==> config.mk <==
export PLATFORM = sky130hd
export DESIGN_NAME = can_txbuf_sel
export DESIGN_NICKNAME = d
export VERILOG_FILES = /design/src/rtl/can_txbuf_sel.sv
export SDC_FILE = /design/constraint.sdc
export NUM_CORES = 1
export LEC_CHECK = 0
export ABC_AREA = 1
export BUFFER_PORTS_ARGS = -buffer_cell sky130_fd_sc_hd__buf_4
export CORE_ASPECT_RATIO = 1.75
export CORE_MARGIN = 3
export CORE_UTILIZATION = 53
export DETAILED_ROUTE_END_ITERATION = 6
export GPL_TIMING_DRIVEN = 1
export PLACE_DENSITY = 0.66
export REMOVE_ABC_BUFFERS = 1
export SETUP_SLACK_MARGIN = 0.02
export SKIP_LAST_GASP = 1
export SLEW_MARGIN = 0
export SYNTH_ARGS = -nofsm -noshare
export SYNTH_HDL_FRONTEND = slang
export SYNTH_SLANG_ARGS = --single-unit
==> constraint.sdc <==
create_clock -name clk -period 3.6 [get_ports clk]
set_clock_uncertainty 0.1 [all_clocks]
set_input_delay 0 -clock clk [delete_from_list [all_inputs] [get_ports clk]]
set_output_delay 0 -clock clk [all_outputs]
set_load 0.01 [all_outputs]
==> src/rtl/can_txbuf_sel.sv <==
module can_txbuf_sel #(
  parameter int NBUF  = 3,
  parameter int NBYTE = 8,
  parameter int DW    = 8,
  parameter int PW    = 8
) (
  input  logic                        clk,
  input  logic                        rst_n,
  input  logic                        wr_en,
  input  logic [$clog2(NBUF)-1:0]     wr_buf,
  input  logic [$clog2(NBYTE+3)-1:0]  wr_sel,
  input  logic [DW-1:0]               wr_data,
  output logic [NBUF-1:0]             txe,
  input  logic                        sof,
  input  logic                        byte_next,
  input  logic                        frame_done,
  output logic                        tx_valid,
  output logic [$clog2(NBUF)-1:0]     tx_idx,
  output logic [$clog2(NBYTE+1)-1:0]  tx_len,
  output logic [DW-1:0]               tx_byte
);
  localparam int IW = $clog2(NBUF);
  localparam int BW = $clog2(NBYTE);
  localparam int LW = $clog2(NBYTE+1);

  logic [DW-1:0] data_q [NBUF][NBYTE];
  logic [LW-1:0] dlc_q  [NBUF];
  logic [PW-1:0] prio_q [NBUF];
  logic [NBUF-1:0] txe_q;
  logic [BW-1:0] ptr_q;
  logic [IW-1:0] win;
  logic [PW-1:0] best;
  logic          found;
  logic          wr_ok;

  assign wr_ok = wr_en && (int'(wr_buf) < NBUF) && txe_q[wr_buf];

  always_comb begin
    found = 1'b0;
    win   = '0;
    best  = '0;
    for (int i = 0; i < NBUF; i++)
      if (!txe_q[i] && (!found || prio_q[i] < best)) begin
        found = 1'b1;
        win   = IW'(i);
        best  = prio_q[i];
      end
  end

  always_ff @(posedge clk or negedge rst_n) begin
    if (!rst_n) begin
      txe_q    <= '1;
      tx_valid <= 1'b0;
      tx_idx   <= '0;
      ptr_q    <= '0;
      for (int b = 0; b < NBUF; b++) begin
        dlc_q[b]  <= '0;
        prio_q[b] <= '0;
        for (int k = 0; k < NBYTE; k++) data_q[b][k] <= '0;
      end
    end else begin
      if (wr_ok) begin
        if (int'(wr_sel) < NBYTE)       data_q[wr_buf][wr_sel[BW-1:0]] <= wr_data;
        else if (int'(wr_sel) == NBYTE)   dlc_q[wr_buf]  <= wr_data[LW-1:0];
        else if (int'(wr_sel) == NBYTE+1) prio_q[wr_buf] <= wr_data[PW-1:0];
        else if (int'(wr_sel) == NBYTE+2 && wr_data[0]) txe_q[wr_buf] <= 1'b0;
      end
      if (sof && !tx_valid && found) begin
        tx_valid <= 1'b1;
        tx_idx   <= win;
        ptr_q    <= '0;
      end
      if (tx_valid && byte_next && int'(ptr_q) != NBYTE-1) ptr_q <= ptr_q + 1'b1;
      if (tx_valid && frame_done) begin
        tx_valid      <= 1'b0;
        txe_q[tx_idx] <= 1'b1;
      end
    end
  end

  assign txe     = txe_q;
  assign tx_len  = (int'(dlc_q[tx_idx]) > NBYTE) ? LW'(NBYTE) : dlc_q[tx_idx];
  assign tx_byte = data_q[tx_idx][ptr_q];


  sel_hold_chk: assert property (@(posedge clk) disable iff (!rst_n)
    tx_valid && !frame_done |=> tx_valid && $stable(tx_idx));

  done_release_chk: assert property (@(posedge clk) disable iff (!rst_n)
    tx_valid && frame_done |=> !tx_valid && txe[$past(tx_idx)]);

  sel_pending_chk: assert property (@(posedge clk) disable iff (!rst_n)
    tx_valid |-> !txe[tx_idx]);

  idle_sof_chk: assert property (@(posedge clk) disable iff (!rst_n)
    sof && !tx_valid && (&txe) |=> !tx_valid);

  len_clamp_chk: assert property (@(posedge clk) disable iff (!rst_n)
    int'(tx_len) <= NBYTE);

  for (genvar g = 0; g < NBUF; g++) begin : g_lock

    wr_lock_chk: assert property (@(posedge clk) disable iff (!rst_n)
      !txe[g] |=> $stable(prio_q[g]) && $stable(dlc_q[g]));
  end
endmodule

==> flow_summary.json <==
{
  "outcome": "completed",
  "cts_root_buffer": "clkbuf_16",
  "cp.required_ns": 3.90,
  "async_reset_ff_frac": 1.00,
  "clkTransAtPathRegs_ns": 0.06,
  "drv_slew": 0,
  "finalWeightedCongestion": 0.876,
  "ys_seq_area_frac": 0.524,
  "irDropWorstVdd_mv": 0.379,
  "critPathTopFamily": "simple AND/OR/NAND/NOR gates",
  "r2r_slack_ns": 0.28,
  "cts_max_level": 1,
  "fin_ws_ns": 0.278,
  "cpPeakStageDelay_ns": 0.58,
  "grt_pass1_vias": 9071,
  "nets": 1369,
  "hold_viol_final": 0,
  "vias_per_cell": 5.74,
  "ys.flop_type": "dfrtp_1",
  "antenna_found_initial": 0,
  "postSynthAreaPerCell_um2": 8.59,
  "critical_path_buf_inv_count": 1,
  "dp.final_hpwl_um": 20300,
  "tightest_slew_ns": 0.952,
  "power.density_nw_per_um2": 563,
  "clock_sinks": 237,
  "pre_cts_ws_ns": 0.198,
  "diodes": 0,
  "grtUsageTotal": 0.275,
  "drive_gt1_frac": 0.0890,
  "die_w_um": 117,
  "ant_nets": 0,
  "crit_type": "flop to flop",
  "dr.first_iter.drc_count": 764,
  "postCtsSetupBuffers": 0,
  "initial_utilization": 0.541,
  "dp.cells": 1542,
  "syn_area_um2": 11300,
  "post-route-period-util": 0.923,
  "fin_tns_setup_ns": 0,
  "final.min_clock_period_ns": 3.32,
  "timing.rr.start": "txe[0]",
  "clk_path_buf_depth": 3,
  "wl_per_cell_um": 19.5,
  "grt_max_degree": 105,
  "p_leak_uw": 0.00580,
  "start_kind": "flop",
  "vias": 9191,
  "fp.coreArea_um2": 20900,
  "crit_fanout": 16,
  "grt_overflow": 0,
  "io_pins": 38,
  "portBuffers": 37,
  "cts_tree": "built",
  "grt_setup_unrepaired": "false",
  "instances_no_fill": 1600,
  "die-area_um2": 23200,
  "path_cells": "clkinvlp_4, nand2_1, ha_1, a21oi_1, o21a_1, nand2_1, nand2_1, nand2_2, o21ai_0, ha_1, a21oi_1, nor2_1, a211oi_1, nand2_1, nand2_1, nand2_1, nand2_1, nand2_1",
  "cpMostUsedCell": "nand2_1",
  "slew_headroom": 0.365,
  "clk_latency_ns": 0.52,
  "wl_um": 31100,
  "grt_pass1_wl_um": 49400,
  "synthToLayoutAreaGrowth_pct": 10.6,
  "cp-end-kind": "flop",
  "yosys.cell_types.count": 41,
  "hp-class": "input port to asynchronous set/reset pin",
  "synth_edf_count": 0,
  "ys_warn_count": 0,
  "num_rows": 70,
  "first_pass_iters": 5,
  "max_freq_mhz": 301,
  "place_area_um2": 11600,
  "worstReg2RegEnd": "tx_idx[0]",
  "stdcell_area_um2": 12500,
  "final_util": 0.599,
  "synth_cells": 1320,
  "r2r_cells": 18,
  "drv_cap": 0,
  "finalSetupViolations": 0,
  "synth_seq_cells": 237,
  "cp_slowest_cell": "dfstp_2",
  "numCtsBuffers": 23,
  "die_y_um": 199,
  "drc": 0,
  "arrival_ns": 3.62
}
## power breakdown
group	switching [uW]	internal, uW	total [uW]
combinational	1040	594	1630
clock	1000	1280	2280
sequential	147	2990	3130
## per-stage QoR
| stage | total power (uW) | hold WS [ns] |
|---|---|---|
| 2_1_floorplan | 4060 | -0.396 |
| 3_3_place_gp | 4760 | 0.0118 |
| 3_5_place_dp | 4780 | 0.00973 |
| 4_1_cts | 7080 | 0.0127 |
| 5_1_grt | 7390 | 0.0764 |
| 6_report | 7050 | 0.0175 |
## cell families after synthesis
family,synth area share
simple gates,0.155
compound gates,0.213
buf+inv,0.0914
flops,0.524
fa+ha+maj,0.0177
## synth_stat cells (10+ instances only)
cell | count | share of area
nand2_1 | 342 | 0.11
dfrtp_1 | 234 | 0.52
o21ai_0 | 226 | 0.10
inv_1 | 157 | 0.052
clkbuf_1 | 46 | 0.015
o21a_1 | 46 | 0.030
a21oi_1 | 38 | 0.017
o22ai_1 | 34 | 0.019
nor2_1 | 28 | 0.0093
ha_1 | 16 | 0.018
o221ai_1 | 14 | 0.011
buf_2 | 13 | 0.0057
buf_4 | 12 | 0.0079
nor2_4 | 12 | 0.012
o211ai_1 | 12 | 0.0079
a211oi_1 | 10 | 0.0066
## timing repair
item / in CTS / in global routing
gates resized for setup: 0 / 2
endpoints found under the setup margin: 0 / 1
endpoints found under the hold margin: 234 / 0
hold buffers: 18 / 0
## cell type report
class                      instances  area (um^2)
inverter                         162          614
clock buffer                      37          678
sequential                       237         5930
timing repair buffer              70          591
clock inverter                     3         18.8
multi-input combinational        839         4380
tap                              252          315
fill                            1880         8400
## worst max path at each step
| stage | to | cells after the start | startpoint |
|---|---|---|---|
| after global placement | tx_idx[0] | 18 | txe[0] |
| final | tx_idx[0] | 18 | txe[0] |
| after detailed placement | tx_idx[0] | 18 | txe[0] |
| after floorplan | tx_byte[0] | 8 | tx_idx[1] |
| after CTS | tx_idx[0] | 18 | txe[0] |
| after global routing | tx_idx[0] | 21 | txe[0] |
## cell usage in the layout, fill, tap and decap left out, types with 13 or more instances in the layout
master         netlist  layout
o221ai_1            14      14
nand2_1            342     340
a21oi_1             38      38
buf_4               12      50
clkbuf_16            0      23
o21a_1              46      46
nor2_1              28      26
inv_1              157     156
nor2_4              12      13
dfrtp_1            234     234
o22ai_1             34      34
o21ai_0            226     226
dlygate4sd3_1        0      18
ha_1                16      16
## flip-flops by register name (all words and copies together) (netlist names)
name	count
data_q	192
prio_q	24
dlc_q	12
ptr_q	3
txe	3
tx_idx	2
tx_valid	1
## routing by layer
metal,track usage,up-vias,part of all wire
li1,-,4393,-
met1,0.346,4428,0.40
met2,0.479,295,0.51
met3,0.0373,75,0.057
met4,0.107,0,0.037
met5,0,-,0
(Power assumes the default switching activity.)
